## src/rtl/adc_arb_pkg.sv

```systemverilog
package adc_arb_pkg;

    localparam int PRIO_W = 2;

    typedef enum logic [1:0] {
        SRC_SCAN   = 2'd0,
        SRC_QUEUE  = 2'd1,
        SRC_INSERT = 2'd2
    } src_e;

    typedef struct packed {
        logic ins;
        logic que;
        logic scn;
    } grant_t;

    // queue wins ties
    function automatic logic queue_beats_scan(input logic [PRIO_W-1:0] qp,
                                              input logic [PRIO_W-1:0] sp);
        return qp >= sp;
    endfunction

endpackage

```

## src/rtl/scan_src.sv

```systemverilog
module scan_src #(
    parameter int NCH  = 16,
    parameter int CH_W = $clog2(NCH)
) (
    input  logic            clk,
    input  logic            rst,
    input  logic            trig_sel,
    input  logic            trig_int,
    input  logic            trig_ext,
    input  logic [NCH-1:0]  mask,
    input  logic            take,
    output logic            pend_any,
    output logic [CH_W-1:0] next_ch
);
    logic [NCH-1:0] pend;
    logic [NCH-1:0] clr;
    logic           load;

    assign load     = trig_sel ? trig_ext : trig_int;
    assign pend_any = |pend;

    // ascending scan, last hit wins: highest index
    always_comb begin
        next_ch = '0;
        for (int i = 0; i < NCH; i++) begin
            if (pend[i]) next_ch = CH_W'(i);
        end
    end

    assign clr = take ? (NCH'(1) << next_ch) : '0;

    always_ff @(posedge clk) begin
        if (rst) pend <= '0;
        else     pend <= (pend & ~clr) | (load ? mask : '0);
    end

    p_take_pending_r3: assert property (@(posedge clk) disable iff (rst)
        take |-> pend_any);
    p_bit_cleared_r3: assert property (@(posedge clk) disable iff (rst)
        (take && !load) |=> !pend[$past(next_ch)]);

endmodule

```

## src/rtl/queue_src.sv

```systemverilog
module queue_src #(
    parameter int DEPTH = 4,
    parameter int CH_W  = 4
) (
    input  logic            clk,
    input  logic            rst,
    input  logic            wr,
    input  logic [CH_W-1:0] wr_ch,
    input  logic            pop,
    output logic            nonempty,
    output logic [CH_W-1:0] head_ch,
    output logic            full,
    output logic            ovf
);
    localparam int PTR_W = (DEPTH > 1) ? $clog2(DEPTH) : 1;
    localparam int CNT_W = $clog2(DEPTH + 1);

    logic [CH_W-1:0]  slots [DEPTH];
    logic [PTR_W-1:0] rd_ptr, wr_ptr;
    logic [CNT_W-1:0] count;
    logic             accept;

    assign full     = (count == CNT_W'(DEPTH));
    assign nonempty = (count != '0);
    assign head_ch  = slots[rd_ptr];
    assign accept   = wr && !full;

    function automatic logic [PTR_W-1:0] bump(input logic [PTR_W-1:0] p);
        return (p == PTR_W'(DEPTH - 1)) ? '0 : p + 1'b1;
    endfunction

    always_ff @(posedge clk) begin
        if (rst) begin
            rd_ptr <= '0;
            wr_ptr <= '0;
            count  <= '0;
            ovf    <= 1'b0;
        end else begin
            if (accept) begin
                slots[wr_ptr] <= wr_ch;
                wr_ptr        <= bump(wr_ptr);
            end
            if (pop) rd_ptr <= bump(rd_ptr);
            count <= count + CNT_W'(accept) - CNT_W'(pop);
            if (wr && full) ovf <= 1'b1;
        end
    end

    p_no_overflow_r5: assert property (@(posedge clk) disable iff (rst)
        count <= CNT_W'(DEPTH));
    p_ovf_flag_r5: assert property (@(posedge clk) disable iff (rst)
        (wr && full) |=> ovf);
    p_pop_nonempty_r4: assert property (@(posedge clk) disable iff (rst)
        pop |-> nonempty);

endmodule

```

## src/rtl/arb_pick.sv

```systemverilog
module arb_pick
    import adc_arb_pkg::*;
(
    input  logic              ins_vld,
    input  logic              que_vld,
    input  logic              scn_vld,
    input  logic [PRIO_W-1:0] que_prio,
    input  logic [PRIO_W-1:0] scn_prio,
    output grant_t            grant,
    output logic              any
);
    always_comb begin
        grant = '0;
        if (ins_vld)
            grant.ins = 1'b1;
        else if (que_vld && (!scn_vld || queue_beats_scan(que_prio, scn_prio)))
            grant.que = 1'b1;
        else if (scn_vld)
            grant.scn = 1'b1;
    end

    assign any = ins_vld | que_vld | scn_vld;

endmodule

```

## src/rtl/adc_req_arbiter.sv

```systemverilog
module adc_req_arbiter
    import adc_arb_pkg::*;
#(
    parameter int NCH    = 16,
    parameter int QDEPTH = 4,
    parameter int CH_W   = $clog2(NCH)
) (
    input  logic              clk,
    input  logic              rst,
    input  logic              scan_en,
    input  logic [PRIO_W-1:0] scan_prio,
    input  logic              scan_trig_sel,
    input  logic              scan_trig_int,
    input  logic              scan_trig_ext,
    input  logic [NCH-1:0]    scan_mask,
    input  logic              q_en,
    input  logic [PRIO_W-1:0] q_prio,
    input  logic              q_wr,
    input  logic [CH_W-1:0]   q_ch,
    output logic              q_full,
    output logic              q_ovf,
    input  logic              ins_req,
    input  logic [CH_W-1:0]   ins_ch,
    output logic              conv_start,
    output logic [CH_W-1:0]   conv_ch,
    output logic [1:0]        conv_src,
    input  logic              conv_done
);
    logic            busy;
    logic            ins_pend;
    logic [CH_W-1:0] ins_hold;
    logic            s_any, q_ne;
    logic [CH_W-1:0] s_ch, q_head;
    grant_t          grant;
    logic            any_req, fire;
    logic            take_s, take_q, take_i;

    scan_src #(.NCH(NCH), .CH_W(CH_W)) u_scan (
        .clk(clk), .rst(rst),
        .trig_sel(scan_trig_sel), .trig_int(scan_trig_int), .trig_ext(scan_trig_ext),
        .mask(scan_mask), .take(take_s),
        .pend_any(s_any), .next_ch(s_ch)
    );

    queue_src #(.DEPTH(QDEPTH), .CH_W(CH_W)) u_queue (
        .clk(clk), .rst(rst),
        .wr(q_wr), .wr_ch(q_ch), .pop(take_q),
        .nonempty(q_ne), .head_ch(q_head), .full(q_full), .ovf(q_ovf)
    );

    arb_pick u_pick (
        .ins_vld(ins_pend), .que_vld(q_en && q_ne), .scn_vld(scan_en && s_any),
        .que_prio(q_prio), .scn_prio(scan_prio),
        .grant(grant), .any(any_req)
    );

    assign fire   = !busy && any_req;
    assign take_s = fire && grant.scn;
    assign take_q = fire && grant.que;
    assign take_i = fire && grant.ins;

    always_ff @(posedge clk) begin
        if (rst) begin
            busy       <= 1'b0;
            conv_start <= 1'b0;
            conv_ch    <= '0;
            conv_src   <= SRC_SCAN;
            ins_pend   <= 1'b0;
            ins_hold   <= '0;
        end else begin
            conv_start <= fire;
            if (fire) begin
                busy <= 1'b1;
                if (grant.ins) begin
                    conv_ch  <= ins_hold;
                    conv_src <= SRC_INSERT;
                end else if (grant.que) begin
                    conv_ch  <= q_head;
                    conv_src <= SRC_QUEUE;
                end else begin
                    conv_ch  <= s_ch;
                    conv_src <= SRC_SCAN;
                end
            end else if (busy && conv_done) begin
                busy <= 1'b0;
            end
            if (take_i) begin
                ins_pend <= 1'b0;
            end else if (ins_req && !ins_pend) begin
                ins_pend <= 1'b1;
                ins_hold <= ins_ch;
            end
        end
    end

    p_no_abort_r9: assert property (@(posedge clk) disable iff (rst)
        (busy && !conv_done) |=> !conv_start);
    p_start_pulse_r9: assert property (@(posedge clk) disable iff (rst)
        conv_start |=> !conv_start);
    p_insert_first_r7: assert property (@(posedge clk) disable iff (rst)
        (ins_pend && !busy) |=> (conv_start && conv_src == SRC_INSERT));
    p_one_grant_r6: assert property (@(posedge clk) disable iff (rst)
        $onehot0({take_s, take_q, take_i}));
    p_src_code_r10: assert property (@(posedge clk) disable iff (rst)
        conv_start |-> (conv_src != 2'd3));

endmodule

```

## config.mk

```make
export PLATFORM = sky130hd
export DESIGN_NAME = adc_req_arbiter
export DESIGN_NICKNAME = d
export VERILOG_FILES = /design/src/rtl/adc_arb_pkg.sv /design/src/rtl/scan_src.sv /design/src/rtl/queue_src.sv /design/src/rtl/arb_pick.sv /design/src/rtl/adc_req_arbiter.sv
export SDC_FILE = /design/constraint.sdc
export NUM_CORES = 1
export LEC_CHECK = 0
export BUFFER_PORTS_ARGS = -buffer_cell sky130_fd_sc_hd__buf_2
export CORE_ASPECT_RATIO = 1.5
export CORE_MARGIN = 2
export CORE_UTILIZATION = 55
export CTS_CLUSTER_DIAMETER = 30
export DETAILED_ROUTE_END_ITERATION = 16
export PLACE_DENSITY = 0.91
export SLEW_MARGIN = 20
export SYNTH_ARGS = -nofsm -noshare
export SYNTH_HDL_FRONTEND = slang
export SYNTH_SLANG_ARGS = --single-unit
```

## constraint.sdc

```tcl
create_clock -name clk -period 3.9 [get_ports clk]
set_input_delay 0.585 -clock clk [delete_from_list [all_inputs] [get_ports clk]]
set_output_delay 0.585 -clock clk [all_outputs]
set_load 0.05 [all_outputs]
```

**Yosys cells after proc, flatten, opt, wreduce, memory -nomap -nowiden**

Memories as Yosys holds them, arrays and structs flattened. A register that Yosys moved wholly into a read port is not among the register bits.
Index checks and enable logic that the tools add are counted.

- Register bits: 37
- Bits in latches: 0
- Memory bits (writable): 16
- Bits in read-only memories: 0
- Input port bits: 38
- Output and inout port bits: 9
- Word-level logic and storage cells: 84
- Memories: 1

- Add/subtract/negate cells: 4
- $mul: 0
- Divide/modulo/power cells: 0
- Magnitude comparators: 1
- Eq/ne operators: 3
- Shift operators: 1
- Multiplexer cells: 36
- Bitwise gates (word level): 6
- Reductions and logical operators: 21

Memories:

| name | words | bits a word | read ports | clocked after memory_dff | wr ports | line | source |
|---|---|---|---|---|---|---|---|
| u_queue.slots | 4 | 4 | 1 | 1 | 1 | queue_src.sv:18 | `logic [CH_W-1:0] slots [DEPTH];` |

Operator list:

| operator | count |
|---|---|
| 2-to-1 mux 4 bit | 10 |
| 2-to-1 mux 16 bit | 2 |
| bitwise AND 16 bit | 1 |
| 2-to-1 mux 2 bit | 8 |
| inverter 16 bit | 1 |
| OR 16 bit | 1 |
| OR reduction 16 bit | 1 |
| << shifter 1 x 4 -> 16 bit, first input constant | 1 |
| 2-to-1 mux 1 bit | 12 |
| 2-to-1 mux 3 bit | 4 |
| logical AND 1 bit | 11 |
| adder 2 x 1 -> 2 bit, second input constant | 2 |
| equality test 2 bit, second input constant | 2 |
| logical NOT 1 bit | 4 |
| adder 3 x 1 -> 3 bit | 1 |
| equality test 3 bit, second input constant | 1 |
| nonzero test 3 bit | 1 |
| subtractor 3 x 1 -> 3 bit | 1 |
| greater-or-equal comparator 2 bit | 1 |
| OR 1 bit | 2 |
| AND reduction 2 bit | 1 |
| nonzero test 2 bit | 1 |
| OR reduction 2 bit | 1 |
| logical OR 1 bit | 1 |
| inverter 1 bit | 1 |

**Logic depth before layout (Yosys ltp)**

- Depth in word-level cells: 20
- Depth in mapped cells: 14
- Gate-level depth less buffers: 14

**Hierarchy**

From an unflattened synthesis, not the netlist that was laid out.

- Cells, all modules: 272
- Area total of the unflattened synthesis: 2772.7 µm²

By module, submodules not included:

| module | instances | cells each | area an instance (µm²) | sequential area each (µm²) |
|---|---|---|---|---|
| queue_src | 1 | 72 | 1079.8 | 680.7 |
| scan_src | 1 | 119 | 939.7 | 320.3 |
| adc_req_arbiter | 1 | 68 | 655.6 | 260.2 |
| arb_pick | 1 | 13 | 97.6 | 0.0 |

**Least setup slack after synthesis**

Ideal clock, no wire load.

- Path type: input to register
- Start point: in q_prio[0]
- End point: reg u_queue.count[2]
- Setup time: 0.129 ns
- Arrival: 2.789 ns
- Required time: 3.771 ns
- Slack: 0.983 ns
- Cell stages on the path: 14
- Path buffers: 0
- Cells stage by stage: inv_1 ha_1 nand2b_1 a21oi_1 a31o_4 nor3_4 ha_1 inv_1 ha_1 inv_1 fa_1 xor2_1 xnor2_1 nor2_1

- Cells in the longest elaborated chain, start to end: 7

RTL lines:

| item | line | source |
|---|---|---|
| start, declared | adc_req_arbiter.sv:17 | `input logic [PRIO_W-1:0] q_prio,` |
| greater-or-equal comparator 2 bit | adc_arb_pkg.sv:20 | `return qp >= sp;` |
| logical OR 1 bit | arb_pick.sv:16 | `else if (que_vld && (!scn_vld \|\| queue_beats_scan(que_prio, scn_prio)))` |
| logical AND 1 bit | arb_pick.sv:16 |  |
| 2-to-1 mux 1 bit | arb_pick.sv:16 |  |
| 2-to-1 mux 2 bit | arb_pick.sv:14 | `if (ins_vld)` |
| logical AND 1 bit | adc_req_arbiter.sv:59 | `assign take_q = fire && grant.que;` |
| via take_q | adc_req_arbiter.sv:36 | `logic take_s, take_q, take_i;` |
| subtractor 3 x 1 -> 3 bit | queue_src.sv:44 | `count <= count + CNT_W'(accept) - CNT_W'(pop);` |
| end signal, assigned | queue_src.sv:44 |  |
| end, declared | queue_src.sv:20 | `logic [CNT_W-1:0] count;` |

The timed path passes the listed nets, and every way through them passes these cells.
A chain may end at the register's enable or synchronous reset.

**Final worst setup path**

- Start point: in scan_prio[0]
- End point: reg u_queue.count[2]

- Cells in the longest elaborated chain, start to end: 7

RTL lines:

| item | line | source |
|---|---|---|
| start, declared | adc_req_arbiter.sv:11 | `input logic [PRIO_W-1:0] scan_prio,` |
| greater-or-equal comparator 2 bit | adc_arb_pkg.sv:20 |  |
| logical OR 1 bit | arb_pick.sv:16 |  |
| logical AND 1 bit | arb_pick.sv:16 |  |
| 2-to-1 mux 1 bit | arb_pick.sv:16 |  |
| 2-to-1 mux 2 bit | arb_pick.sv:14 |  |
| logical AND 1 bit | adc_req_arbiter.sv:59 |  |
| via take_q | adc_req_arbiter.sv:36 |  |
| subtractor 3 x 1 -> 3 bit | queue_src.sv:44 |  |

The timed path passes the listed nets, and every way through them passes these cells.

==> flow_summary.yaml <==
power_and_ir_drop:
  comb_power_share_pct: 30.6
  power_density_nw_per_um2: 502.1
  p_total_mw: 1.493
  p_int_mw: 0.9595
  power_switching_mw: 0.5331
  swShare_pct: 35.72
  vdd_drop_max_v: 0.0004290
  pwr-share-seq_pct: 48.6
  clock_power_share_pct: 20.8
  leakage_nw: 1.195
clock_network:
  postCtsSetupBuffers: 0
  ctsResizeCount: 0
  clock-root-buffer: "clkbuf_8"
  cts.sinks: 55
  h-tree-depth: 2
  clock_latency_ns: 0.31
  clockBufferDepth: 2
  cts_buffers: 5
  clk_pin_slew_ns: 0.09
  ctsHoldBuffers: 0
  cts_tree: "yes"
setup_path:
  critPathArrivalTime_ns: 3.13
  start_kind: "primary input"
  crit_required_ns: 4.08
  worstSetupPathType: "primary input to flip-flop"
  crit_fanout: 4
  end_kind: "flip-flop"
synthesis:
  synthesis.nets: 300
  yosysMostFrequentCell: "dfxtp_1"
  synth_cell_types: 53
  synthFlopType: "dfxtp_1"
  netlist_area_sq_um: 2618
  synth-edff-count: 16
  async_flop_share_pct: 0
  synth-seq-area-share_pct: 48.18
  yosys.area.top_type_share_pct: 29.83
  synth_common_cells: "39 x dfxtp_1, 29 x nor2_1, 28 x a21oi_1, 24 x nand2_1, 16 x edfxtp_1"
  yosysWarnings: 0
  synth_top_area_cell: "dfxtp_1"
  syn_inst: 252
  synthTopCellsByArea: "dfxtp_1 30%, edfxtp_1 18%, a21oi_1 5.4%, ha_1 4.3%, nor2_1 4.2%"
  ys_ff_latch: 55
  postSynthAreaPerCell_sq_um: 10.39
sta:
  max_slew_margin_pct: 54.18
  finalHoldViolCount: 0
  fin_worst_skew_ns: 0.01026
  finalSetupTns_ns: 0
  rsz0062_at_grt: "false"
  max_clock_freq_mhz: 338.5
  min_period_over_period_pct: 75.75
  period_needed_ns: 2.954
  setup_viol: 0
  slew_viol_final: 0
  worst_slew_pin_slew_ns: 0.6873
routing:
  drtAntennaViolNets: 0
  drc: 0
  vias: 2021
  vias_per_cell: 5.598
  routedWlPerCell_um: 14.75
  routed_wl_mm: 5.326
  dr.pass1.iters: 4
  dr.first_iter.drc_count: 79
final_layout:
  num_antenna_cells: 0
  nets: 344
  syn_to_final_growth_pct: 13.58
  drive_gt1_share_pct: 24.92
global_route:
  grt_max_degree: 37
  grt_pass1_wl_mm: 8.852
  gr-total-overflow: 0
  grt_pass1_vias: 2012
  grt_antenna_before_repair: 0
  grt_usage_pct: 22.12
placed_design:
  routabilityCongestion: 0.9291
  port_buffers: 46
  place_hpwl_mm: 4.118
run:
  maxCapViolCount: 0
die:
  io_pins: 47
  dieArea_sq_um: 5338
  start_util_pct: 57.63
  die_h_um: 88.49
  rows: 30
  coreArea_sq_um: 4542
  chipWidth_um: 60.33
run_status:
  status: "complete, no violations"
min_path:
  hp-class: "flip-flop to flip-flop"
-- area by class of cell --
type / instances / area (sq um)
clock inverter: 3 / 18.77
sequential: 55 / 1261
clock buffer: 5 / 68.82
multi-input combinational: 175 / 1265
inverter: 13 / 48.80
tap: 64 / 80.08
timing repair buffer: 46 / 230.2
fill: 368 / 1569
-- power by group through the flow --
stage / logic [mW] / clock network (mW) / registers, mW
2_1_floorplan: 0.294 / 0 / 0.787
3_3_place_gp: 0.438 / 0 / 0.735
3_5_place_dp: 0.457 / 0 / 0.738
4_1_cts: 0.461 / 0.317 / 0.725
5_1_grt: 0.501 / 0.342 / 0.735
6_report: 0.457 / 0.311 / 0.725
-- path summary, 6_finish.rpt --
path                                                start                          end  slack (ns)  cells past startpoint
worst max-delay path                         scan_prio[0]  u_queue.count[2]$_SDFF_PP0_        0.95                     14
worst min-delay path              conv_ch[3]$_SDFFE_PP0P_      conv_ch[3]$_SDFFE_PP0P_        0.47                      2
worst max register to register  u_scan.pend[3]$_SDFF_PP0_  u_queue.count[2]$_SDFF_PP0_        0.95                     12
worst min register to register    conv_ch[3]$_SDFFE_PP0P_      conv_ch[3]$_SDFFE_PP0P_        0.47                      2
-- layout by cell type (no fill, tap or decap), types with 3 or more instances in the layout --
cell / instances
mux4_2: 4
mux2i_1: 7
nand2_1: 24
nand2b_1: 5
buf_2: 46
inv_1: 13
dfxtp_1: 39
edfxtp_1: 16
ha_1: 9
nor2_1: 29
clkbuf_8: 5
o21ai_0: 5
a311oi_1: 8
nor4_2: 3
a21oi_1: 28
nor3_1: 5
and2_1: 5
-- kinds of logic (layout without fill, tap and decap cells) --
family / after synthesis / after routing / synth area share [%]
mux: 12 / 12 / 6.549
xor+xnor: 2 / 2 / 0.6693
flops: 55 / 55 / 48.18
buf+inv: 22 / 67 / 3.489
simple gates: 84 / 84 / 17.26
compound gates: 67 / 67 / 18.79
fa+ha+maj: 10 / 10 / 5.067
-- registers in the layout, indices dropped and copies added (netlist names), named ones only --
name,flops
u_queue.ovf,1
u_queue.count,3
u_scan.pend,16
conv_start,1
u_queue.slots,16
ins_pend,1
u_queue.wr_ptr,2
u_queue.rd_ptr,2
conv_src,2
busy,1
conv_ch,4
ins_hold,4
-- metal layers --
metal  wire length, um  GRT usage [%]
met5                 0              0
met4               138          7.879
met3               205          3.801
met2              3019          42.49
met1              1963          23.19
-- metrics by stage --
| step | hold slack (ns) | util (%) | area, sq um | setup slack [ns] | cells |
|---|---|---|---|---|---|
| final | 0.4738 | 65.45 | 2973 | 0.9459 | 361 |
| after global routing | 0.4826 | 65.45 | 2973 | 0.7174 | 361 |
| after CTS | 0.4771 | 65.45 | 2973 | 0.9174 | 361 |
| after detailed placement | 0.4573 | 63.53 | 2885 | 0.6448 | 353 |
| after global placement | 0.4450 | 63.53 | 2885 | 0.7520 | 353 |
| after floorplan | 0.4546 | - | 2618 | 0.9826 | 252 |
-- critical path: stages --
cell      delay [ns]
buf_2           0.10
ha_1            0.27
nand2b_1        0.14
a21oi_1         0.41
a31o_4          0.27
nor3_4          0.06
ha_1            0.31
inv_1           0.06
ha_1            0.14
inv_1           0.05
fa_1            0.38
xor2_1          0.16
xnor2_1         0.16
nor2_1          0.05
No activity file was read; power rests on OpenSTA's default activity.
